[src/rtl/core_timer_pkg.sv]
package core_timer_pkg;

  localparam int unsigned WORD_W = 32;

  localparam logic [15:0] OFS_SIP    = 16'h0000;
  localparam logic [15:0] OFS_CMP_LO = 16'h4000;
  localparam logic [15:0] OFS_CMP_HI = 16'h4004;
  localparam logic [15:0] OFS_TIM_LO = 16'hBFF8;
  localparam logic [15:0] OFS_TIM_HI = 16'hBFFC;

  typedef enum logic [2:0] {
    SEL_NONE,
    SEL_SIP,
    SEL_CMP_LO,
    SEL_CMP_HI,
    SEL_TIM_LO,
    SEL_TIM_HI
  } reg_sel_e;

endpackage

[src/rtl/evt_prescaler.sv]
module evt_prescaler #(
  parameter int unsigned PERIOD = 1
) (
  input  logic clk_i,
  input  logic rst_ni,
  input  logic evt_i,
  output logic tick_o
);

  localparam int unsigned CW = (PERIOD > 1) ? $clog2(PERIOD) : 1;
  localparam logic [CW-1:0] LAST = CW'(PERIOD - 1);

  logic [CW-1:0] cnt_q;

  assign tick_o = evt_i && (cnt_q == LAST);

  always_ff @(posedge clk_i or negedge rst_ni) begin
    if (!rst_ni)      cnt_q <= '0;
    else if (tick_o)  cnt_q <= '0;
    else if (evt_i)   cnt_q <= cnt_q + 1'b1;
  end

  initial begin
    if (PERIOD < 1) $error("evt_prescaler: PERIOD must be at least 1");
  end

  p_cnt_bound_r6: assert property (@(posedge clk_i) disable iff (!rst_ni)
    cnt_q <= LAST);

  p_idle_hold_r6: assert property (@(posedge clk_i) disable iff (!rst_ni)
    !evt_i |=> $stable(cnt_q));

endmodule

[src/rtl/split_reg64.sv]
module split_reg64 #(
  parameter int unsigned HALF_W  = 32,
  parameter bit          CAN_INC = 1'b0
) (
  input  logic                clk_i,
  input  logic                rst_ni,
  input  logic                wr_lo_i,
  input  logic                wr_hi_i,
  input  logic [HALF_W-1:0]   wdata_i,
  input  logic                inc_i,
  output logic [2*HALF_W-1:0] q_o,
  output logic [2*HALF_W-1:0] d_o
);

  localparam int unsigned FULL_W = 2 * HALF_W;

  logic [FULL_W-1:0] q;
  logic [FULL_W-1:0] bumped;
  logic              bump;

  assign bump   = CAN_INC & inc_i;
  assign bumped = q + FULL_W'(bump);

  // a write to either half wins over a pending increment
  always_comb begin
    d_o = bumped;
    if (wr_lo_i)      d_o = {q[FULL_W-1:HALF_W], wdata_i};
    else if (wr_hi_i) d_o = {wdata_i, q[HALF_W-1:0]};
  end

  always_ff @(posedge clk_i or negedge rst_ni) begin
    if (!rst_ni) q <= '0;
    else         q <= d_o;
  end

  assign q_o = q;

  generate
    if (CAN_INC) begin : g_inc_chk
      p_step_one_r6: assert property (@(posedge clk_i) disable iff (!rst_ni)
        inc_i && !wr_lo_i && !wr_hi_i |=> q == $past(q) + 1'b1);
    end else begin : g_hold_chk
      p_hold_r4: assert property (@(posedge clk_i) disable iff (!rst_ni)
        !wr_lo_i && !wr_hi_i |=> $stable(q));
    end
  endgenerate

  p_lo_keep_hi_r8: assert property (@(posedge clk_i) disable iff (!rst_ni)
    wr_lo_i |=> q[FULL_W-1:HALF_W] == $past(q[FULL_W-1:HALF_W]));

endmodule

[src/rtl/timer_addr_dec.sv]
module timer_addr_dec
  import core_timer_pkg::*;
(
  input  logic [15:0] ofs_i,
  output reg_sel_e    sel_o
);

  always_comb begin
    unique case (ofs_i)
      OFS_SIP:    sel_o = SEL_SIP;
      OFS_CMP_LO: sel_o = SEL_CMP_LO;
      OFS_CMP_HI: sel_o = SEL_CMP_HI;
      OFS_TIM_LO: sel_o = SEL_TIM_LO;
      OFS_TIM_HI: sel_o = SEL_TIM_HI;
      default:    sel_o = SEL_NONE;
    endcase
  end

endmodule

[src/rtl/core_timer_irq.sv]
module core_timer_irq
  import core_timer_pkg::*;
#(
  parameter int unsigned ADDR_W = 32,
  parameter int unsigned PERIOD = 1
) (
  input  logic              clk_i,
  input  logic              rst_ni,
  input  logic              evt_i,
  input  logic [ADDR_W-1:0] addr_i,
  input  logic              we_i,
  input  logic [WORD_W-1:0] wdata_i,
  output logic [WORD_W-1:0] rdata_o,
  output logic              msip_o,
  output logic              mtip_o
);

  localparam int unsigned FULL_W = 2 * WORD_W;

  reg_sel_e          sel;
  logic              tick;
  logic              wr_sip, wr_cmp_lo, wr_cmp_hi, wr_tim_lo, wr_tim_hi;
  logic              upd;
  logic [FULL_W-1:0] tim_q, tim_d, cmp_q, cmp_d;
  logic              sip_q, mtip_q;

  generate
    if (ADDR_W > 16) begin : g_hi_addr
      logic unused_hi_addr;
      assign unused_hi_addr = ^addr_i[ADDR_W-1:16];
    end
  endgenerate

  timer_addr_dec i_dec (
    .ofs_i (addr_i[15:0]),
    .sel_o (sel)
  );

  assign wr_sip    = we_i && (sel == SEL_SIP);
  assign wr_cmp_lo = we_i && (sel == SEL_CMP_LO);
  assign wr_cmp_hi = we_i && (sel == SEL_CMP_HI);
  assign wr_tim_lo = we_i && (sel == SEL_TIM_LO);
  assign wr_tim_hi = we_i && (sel == SEL_TIM_HI);

  evt_prescaler #(.PERIOD(PERIOD)) i_pre (
    .clk_i  (clk_i),
    .rst_ni (rst_ni),
    .evt_i  (evt_i),
    .tick_o (tick)
  );

  split_reg64 #(.HALF_W(WORD_W), .CAN_INC(1'b1)) i_timer (
    .clk_i   (clk_i),
    .rst_ni  (rst_ni),
    .wr_lo_i (wr_tim_lo),
    .wr_hi_i (wr_tim_hi),
    .wdata_i (wdata_i),
    .inc_i   (tick),
    .q_o     (tim_q),
    .d_o     (tim_d)
  );

  split_reg64 #(.HALF_W(WORD_W), .CAN_INC(1'b0)) i_cmp (
    .clk_i   (clk_i),
    .rst_ni  (rst_ni),
    .wr_lo_i (wr_cmp_lo),
    .wr_hi_i (wr_cmp_hi),
    .wdata_i (wdata_i),
    .inc_i   (1'b0),
    .q_o     (cmp_q),
    .d_o     (cmp_d)
  );

  assign upd = tick | wr_cmp_lo | wr_cmp_hi | wr_tim_lo | wr_tim_hi;

  always_ff @(posedge clk_i or negedge rst_ni) begin
    if (!rst_ni) begin
      sip_q  <= 1'b0;
      mtip_q <= 1'b0;
    end else begin
      if (wr_sip) sip_q  <= wdata_i[0];
      if (upd)    mtip_q <= (tim_d >= cmp_d);
    end
  end

  always_comb begin
    unique case (sel)
      SEL_SIP:    rdata_o = {{(WORD_W-1){1'b0}}, sip_q};
      SEL_CMP_LO: rdata_o = cmp_q[WORD_W-1:0];
      SEL_CMP_HI: rdata_o = cmp_q[FULL_W-1:WORD_W];
      SEL_TIM_LO: rdata_o = tim_q[WORD_W-1:0];
      SEL_TIM_HI: rdata_o = tim_q[FULL_W-1:WORD_W];
      default:    rdata_o = '0;
    endcase
  end

  assign msip_o = sip_q;
  assign mtip_o = mtip_q;

  p_msip_wr_r3: assert property (@(posedge clk_i) disable iff (!rst_ni)
    wr_sip |=> msip_o == $past(wdata_i[0]));

  p_mtip_hold_r9: assert property (@(posedge clk_i) disable iff (!rst_ni)
    !upd |=> $stable(mtip_o));

  p_mtip_eval_r9: assert property (@(posedge clk_i) disable iff (!rst_ni)
    upd |=> mtip_o == (tim_q >= cmp_q));

  p_undecoded_wr_r10: assert property (@(posedge clk_i) disable iff (!rst_ni)
    we_i && (sel == SEL_NONE) && !tick |=>
      $stable(tim_q) && $stable(cmp_q) && $stable(msip_o));

endmodule

[config.mk]
export PLATFORM = sky130hd
export DESIGN_NAME = core_timer_irq
export DESIGN_NICKNAME = d
export VERILOG_FILES = /design/src/rtl/core_timer_pkg.sv /design/src/rtl/evt_prescaler.sv /design/src/rtl/split_reg64.sv /design/src/rtl/timer_addr_dec.sv /design/src/rtl/core_timer_irq.sv
export SDC_FILE = /design/constraint.sdc
export NUM_CORES = 1
export LEC_CHECK = 0
export ABC_AREA = 1
export BUFFER_PORTS_ARGS = -buffer_cell sky130_fd_sc_hd__buf_4
export CAP_MARGIN = 15
export CORE_MARGIN = 5
export CORE_UTILIZATION = 45
export CTS_CLUSTER_SIZE = 30
export DETAILED_ROUTE_END_ITERATION = 10
export GPL_TIMING_DRIVEN = 1
export MAX_ROUTING_LAYER = met4
export PLACE_DENSITY = 0.68
export SLEW_MARGIN = 20
export SYNTH_ARGS = -nofsm -noshare
export SYNTH_HDL_FRONTEND = slang
export SYNTH_SLANG_ARGS = --single-unit
[constraint.sdc]
create_clock -name clk_i -period 3.37 [get_ports clk_i]
set_clock_uncertainty 0.1 [all_clocks]
set_input_delay 0.337 -clock clk_i [delete_from_list [all_inputs] [get_ports clk_i]]
set_output_delay 0.337 -clock clk_i [all_outputs]
set_load 0.005 [all_outputs]
==> reports/metrics.cfg, run 1 <==
[final_layout]
fill_cells = 2177
fin_nets = 2001
seq_area_um2 = 3280
syn_to_final_growth_pct = 36.7
diodes = 0
drive_above_1_share_pct = 28.1
multi_input_area_um2 = 6500

[drt]
post-route-drc-count = 0
routed-via-count = 11800
detail_route.wirelength_um = 42400
drt_pass1_iterations = 6
ant_nets = 0
initialDrtViolationCount = 1212
wl_per_cell_um = 19.3
via_per_inst = 5.38

[cts]
cts_root_buf = clkbuf_16
cts_tree = yes
worst_skew_pair.late_latency_ps = 430
clock_path_buffers = 2
cts_num_sinks = 131
clk_pin_slew_worst_paths_ps = 70
h-tree-depth = 4
cts_buffers = 17

[synthesis]
yosysWarnings = 0
synth_fp_nets = 1697
synth-edff-count = 0
synth-seq-area-share_pct = 30.9
netlist_area_um2 = 10600
synth_cells = 1563
synth_cell_types = 43
yosys_most_used_dff = dfrtp_1
syn_avg_cell_area_um2 = 6.78
yosys_register_bits = 131
ys_async_sr_fraction_pct = 100

[power]
post-layout-total-power_uw = 4520
leakage_uw = 0.00707
power.density_nw_per_um2 = 312
peakVddDrop_mv = 0.281

[critical_path]
crit_start = i_pre.cnt_q
worstPathMaxFanout = 4
cp.arrival_ps = 3650
critPathCaptureType = register
critPathKind = reg2reg
cp-start-kind = register
reg2reg_slack_ps = -60
worstPathRequired_ps = 3590
r2r_start = i_pre.cnt_q

[floorplanning]
rows = 56
core-area_um2 = 23300
dieHeight_um = 163
initial_utilization_pct = 45.4
fp.dieW_um = 163
ios = 102
die_area_um2 = 26700

[placement]
pre_cts_slack_ps = -402
routabilityCongestion = 1.07
post-dp-hpwl_um = 33900
numPortBuffers = 85

[timing]
tightest_slew_ps = 634
drv_slew = 0
maxSlewHeadroom_pct = 57.7
finalWorstPathRequiredPeriod_ps = 3430
setup_violations = 1
period_share_pct = 102
max_freq_mhz = 291
setup_slack_ps = -60.7
hold_viol = 0
rsz0062_at_grt = yes

[job]
cap_viol_max_count = 0

[global_route]
grt_use_total_pct = 32.6
grt_max_degree = 67
antenna_found_initial = 0
grt_pass1_wl_um = 63800
overflow = 0
grt_pass1_vias = 11300

[run_status]
status = complete, but fails checks
violations = negative setup slack

[min_path]
worstHoldStart = wdata_i[6]
min_path_type = in2reg

## layout make-up
cell class              instances  area share [%]
clock buffers                  18            3.03
clock inverters                12            1.25
inverters                     255            6.66
multi-input cells            1126            44.9
flip-flops and latches        131            22.7
well taps                     319            2.76
repair buffers                336            18.7
## cells in the mapped netlist, types with 6 or more instances
cell | n | area [um^2]
nor3_1 | 23 | 115
buf_6 | 6 | 67.6
a31oi_1 | 7 | 43.8
o21ai_0 | 54 | 270
a22oi_1 | 32 | 240
buf_2 | 27 | 135
o211ai_1 | 34 | 255
dfrtp_1 | 131 | 3280
inv_1 | 237 | 890
nor3_2 | 10 | 100
a21oi_1 | 64 | 320
clkbuf_1 | 13 | 48.8
nand3_1 | 75 | 375
nor2_2 | 14 | 87.6
nand2_1 | 406 | 1520
inv_2 | 14 | 52.6
o21ai_2 | 30 | 263
ha_1 | 66 | 826
nor2_1 | 156 | 586
xor2_1 | 26 | 228
a21oi_2 | 6 | 52.6
o21ai_1 | 41 | 205
nand4_1 | 47 | 294
## state kept, by name (all words and copies together) (netlist names)
name,count
i_cmp.q_o,64
i_pre.cnt_q,1
i_timer.q_o,64
msip_o,1
mtip_o,1
## cells by family after synthesis
kind of cell | Yosys count | share of synthesized area (%)
XOR/XNOR | 28 | 2.32
AO/OA/AOI/OAI | 278 | 16.3
AND/OR/NAND/NOR | 754 | 31.0
adder cells (fa/ha/maj) | 66 | 7.80
flip-flops | 131 | 30.9
buffers and inverters | 306 | 11.7
## repair_timing
action,CTS,global route
hold buffers,2,0
pin swaps,22,34
endpoints found under the setup margin,1,11
hold endpoints to repair,29,0
gates resized for setup,49,64
setup buffers,6,8
## path summary, 6_finish.rpt
check | cells past startpoint | endpoint
worst max-delay path | 25 | mtip_o
worst min-delay path | 3 | i_cmp.q_o[38]
worst max register to register | 25 | mtip_o
worst min register to register | 2 | i_cmp.q_o[24]
max in group asynchronous | 3 | i_timer.q_o[31]
min in group asynchronous | 2 | i_cmp.q_o[41]
## cell usage in the layout (no fill, tap or decap), types with 12 or more instances in the layout
| cell | instances |
|---|---|
| a21oi_2 | 15 |
| o21ai_2 | 32 |
| buf_12 | 12 |
| nand2_2 | 17 |
| xor2_1 | 26 |
| o21ai_0 | 45 |
| nor2_1 | 143 |
| buf_4 | 314 |
| nand3_1 | 69 |
| dfrtp_1 | 127 |
| nor2_2 | 16 |
| clkbuf_16 | 17 |
| o21ai_1 | 48 |
| a22oi_1 | 32 |
| inv_2 | 20 |
| nor3_1 | 20 |
| ha_1 | 59 |
| nand4_1 | 47 |
| o211ai_1 | 34 |
| inv_1 | 230 |
| a21oi_1 | 54 |
| nor2_4 | 12 |
| nand2_1 | 390 |
## report_power, final
part / switching [uW] / internal [uW] / total (uW)
clock network: 784 / 1250 / 2040
registers: 68.0 / 1620 / 1690
logic: 458 / 335 / 793
total: 1310 / 3210 / 4520
## per-layer routing
| layer | routed length [um] | track usage (%) | vias up |
|---|---|---|---|
| met5 | 0 | - | - |
| li1 | - | - | 5701 |
| met2 | 19000 | 50.3 | 524 |
| met4 | 1050 | 8.35 | 0 |
| met1 | 18300 | 44.5 | 5527 |
| met3 | 3950 | 6.21 | 67 |
## critical path, cell delays in order (launching register included)
cell and delay (ps):
dfrtp_1 370, inv_2 60, nand2_2 50, inv_2 100, ha_4 180, nand2_4 70, nor2_4 100, buf_6 120
nand4_1 140, buf_6 170, xor2_1 130, nand2_1 50, o21ai_0 70, a21oi_1 220, ha_1 300, nand2_1 90
inv_2 50, buf_12 120, nand4_1 130, nor2_4 60, buf_4 130, and3b_1 150, nand2_1 80, nand3_2 110
nand2_1 90, nand2_1 50
## per-stage QoR
stage	setup TNS, ps	cells	util [%]	area, um^2	hold slack [ps]
floorplan	0	1563	-	10600	-58.6
global placement	-352	2152	56.9	13300	99.5
detailed placement	-402	2152	56.9	13300	101
CTS	0	2189	60.6	14100	34.0
global route	-201	2197	62.1	14500	44.0
finish	-60.7	2197	62.1	14500	39.8
Power figures use the tool's default switching activity.
==> run 2, diff against run 1 <==
--- a/config.mk
+++ b/config.mk
@@ -8,6 +8,7 @@
 export ABC_AREA = 1
 export BUFFER_PORTS_ARGS = -buffer_cell sky130_fd_sc_hd__buf_4
 export CAP_MARGIN = 15
+export CORE_ASPECT_RATIO = 1.5
 export CORE_MARGIN = 5
 export CORE_UTILIZATION = 45
 export CTS_CLUSTER_SIZE = 30
==> run 2 against run 1 <==
Effect of this change:
- wire length increased by 1.5%
- die area grew 0.24%
- global-route usage is 0.68 points higher
- cell count decreased by 1.1%
- worst hold slack got worse by 26 ps
- via count is 1.3% lower
- total power fell by 3.8%
- maximum frequency grew 2.5%
- the flow now finishes without violations
==> reports/metrics.cfg, run 2 (synthesized netlist as in run 1, its figures left out) <==
[job]
cap_viol_max_count = 0  ; unchanged

[floorplanning]
ios = 102  ; unchanged
core-area_um2 = 23100  ; -0.82%
rows = 68  ; +21%
die_area_um2 = 26800  ; +0.24%
fp.dieW_um = 135  ; -17%
dieHeight_um = 198  ; +21%
initial_utilization_pct = 45.8  ; +0.37 points

[cts]
clk_pin_slew_worst_paths_ps = 70  ; about the same
h-tree-depth = 4  ; unchanged
cts_buffers = 17  ; unchanged
worst_skew_pair.late_latency_ps = 450  ; +20 ps
cts_num_sinks = 131  ; unchanged
cts_tree = yes
clock_path_buffers = 2  ; unchanged
cts_root_buf = clkbuf_16

[critical_path]
cp-start-kind = register
worstPathRequired_ps = 3660  ; +70 ps
critPathKind = reg2reg
cpPeakStageDelay_ps = 370  ; about the same
cpMostUsedCell = nand2_1
worstPathMaxFanout = 3  ; -1
slowest_stage = dfrtp_1
cp.arrival_ps = 3640  ; about the same
critPathCaptureType = register

[placement]
numPortBuffers = 85  ; unchanged
routabilityCongestion = 1.05  ; -1.9%
post-dp-hpwl_um = 34100  ; +0.80%
placed_cells = 2124  ; -1.3%

[final_layout]
fin_nets = 1978  ; -1.1%
final_cells = 2172  ; -1.1%
syn_to_final_growth_pct = 36.1
final_common_cell = nand2_1
layout_common_cells = nand2_1, buf_4, inv_1
diodes = 0  ; unchanged
multi_input_area_um2 = 6630  ; +2.0%
drive_above_1_share_pct = 29.2  ; +1.2 points
fill_cells = 2224  ; +2.2%
seq_area_um2 = 3280  ; about the same

[run_status]
status = finished clean

[timing]
hold_viol = 0  ; unchanged
maxSlewHeadroom_pct = 53.4  ; -4.3 points
rsz0062_at_grt = yes
finalWorstPathRequiredPeriod_ps = 3350  ; -82.3 ps
drv_slew = 0  ; unchanged
fin_tns_setup_ps = 0  ; +60.7 ps
period_share_pct = 99.4  ; -2.4 points
holdWs_ps = 13.3  ; -26.5 ps
max_freq_mhz = 299  ; +2.5%
setup_violations = 0  ; -1
tightest_slew_ps = 699  ; +64.4 ps

[power]
power.density_nw_per_um2 = 302  ; -3.4%
post-layout-total-power_uw = 4350  ; -3.8%
clkPwrFrac_pct = 44.6  ; -0.5 points
peakVddDrop_mv = 0.366  ; +30%
p_seq_share_pct = 38.7  ; +1.4 points
leakage_uw = 0.00693  ; -2.0%
internal_power_uw = 3070  ; -4.3%
power_frac_comb_pct = 16.7  ; -0.8 points
p_switching_uw = 1280  ; -2.6%
swShare_pct = 29.4  ; +0.36 points

[drt]
drt_pass1_iterations = 5  ; -1
ant_nets = 0  ; unchanged
routed-via-count = 11700  ; -1.3%
post-route-drc-count = 0  ; unchanged
via_per_inst = 5.37  ; -0.12%
detail_route.wirelength_um = 43000  ; +1.5%
wl_per_cell_um = 19.8  ; +2.7%
initialDrtViolationCount = 816  ; -33%

[min_path]
min_path_type = in2reg

[global_route]
antenna_found_initial = 0  ; unchanged
grt_max_degree = 69  ; +3.0%
grt_pass1_wl_um = 65600  ; +2.7%
grt_use_total_pct = 33.3  ; +0.68 points
overflow = 0  ; unchanged
grt_pass1_vias = 11700  ; +3.7%

run 2: area by class of cell:
cell class              instances  area share [%]
clock buffers                  20            3.24
multi-input cells            1126            46.0
repair buffers                313            17.6
clock inverters                12           0.912
flip-flops and latches        131            22.8
inverters                     255            6.68
well taps                     315            2.73
run 2: final timing paths:
| check | from | slack, ps | cells after the start | to |
|---|---|---|---|---|
| setup / recovery | i_pre.cnt_q | 20 | 25 | mtip_o |
| hold / removal | wdata_i[6] | 10 | 3 | i_cmp.q_o[38] |
| setup reg to reg | i_pre.cnt_q | 20 | 25 | mtip_o |
| hold reg to reg | i_cmp.q_o[5] | 420 | 2 | i_cmp.q_o[5] |
| max in group asynchronous | rst_ni | 1980 | 3 | i_timer.q_o[20] |
| min in group asynchronous | rst_ni | 340 | 2 | i_cmp.q_o[38] |
run 2: what timing repair did:
item,4_1_cts,5_1_grt
buffers inserted,3,12
setup endpoints to repair,1,5
resized for setup,36,107
pin swaps,18,62
hold endpoints to repair,68,0
hold buffers,2,0
run 2: power groups by stage:
stage / combinational, uW / clock (uW) / sequential (uW)
after floorplan: 321 / 0 / 1690
after global placement: 657 / 0 / 1700
after detailed placement: 666 / 0 / 1700
after CTS: 697 / 1950 / 1680
after global routing: 804 / 2010 / 1690
final: 727 / 1940 / 1680
run 2: critical path, delay by kind of cell, from the launching register on:
family	cells	cell delay [ps]
flops	1	370
compound gates	2	210
buf+inv	5	540
fa+ha+maj	3	580
simple gates	14	1360
xor+xnor	1	130
run 2: stage by stage:
stage | util, % | setup WS, ps | cell area, um^2
6_report | 62.3 | 21.7 | 14400
3_5_place_dp | 56.6 | -236 | 13100
3_3_place_gp | 56.6 | -262 | 13100
2_1_floorplan | - | 429 | 10600
4_1_cts | 60.0 | 2.86 | 13900
5_1_grt | 62.3 | -179 | 14400
run 2: metal layers:
| metal | vias up | global-route usage, % | share of wire [%] |
|---|---|---|---|
| met3 | 117 | 3.69 | 3.8 |
| met4 | 0 | 15.6 | 5.5 |
| met1 | 5552 | 37.1 | 39 |
| met5 | - | - | 0 |
| li1 | 5657 | - | - |
| met2 | 345 | 59.2 | 52 |
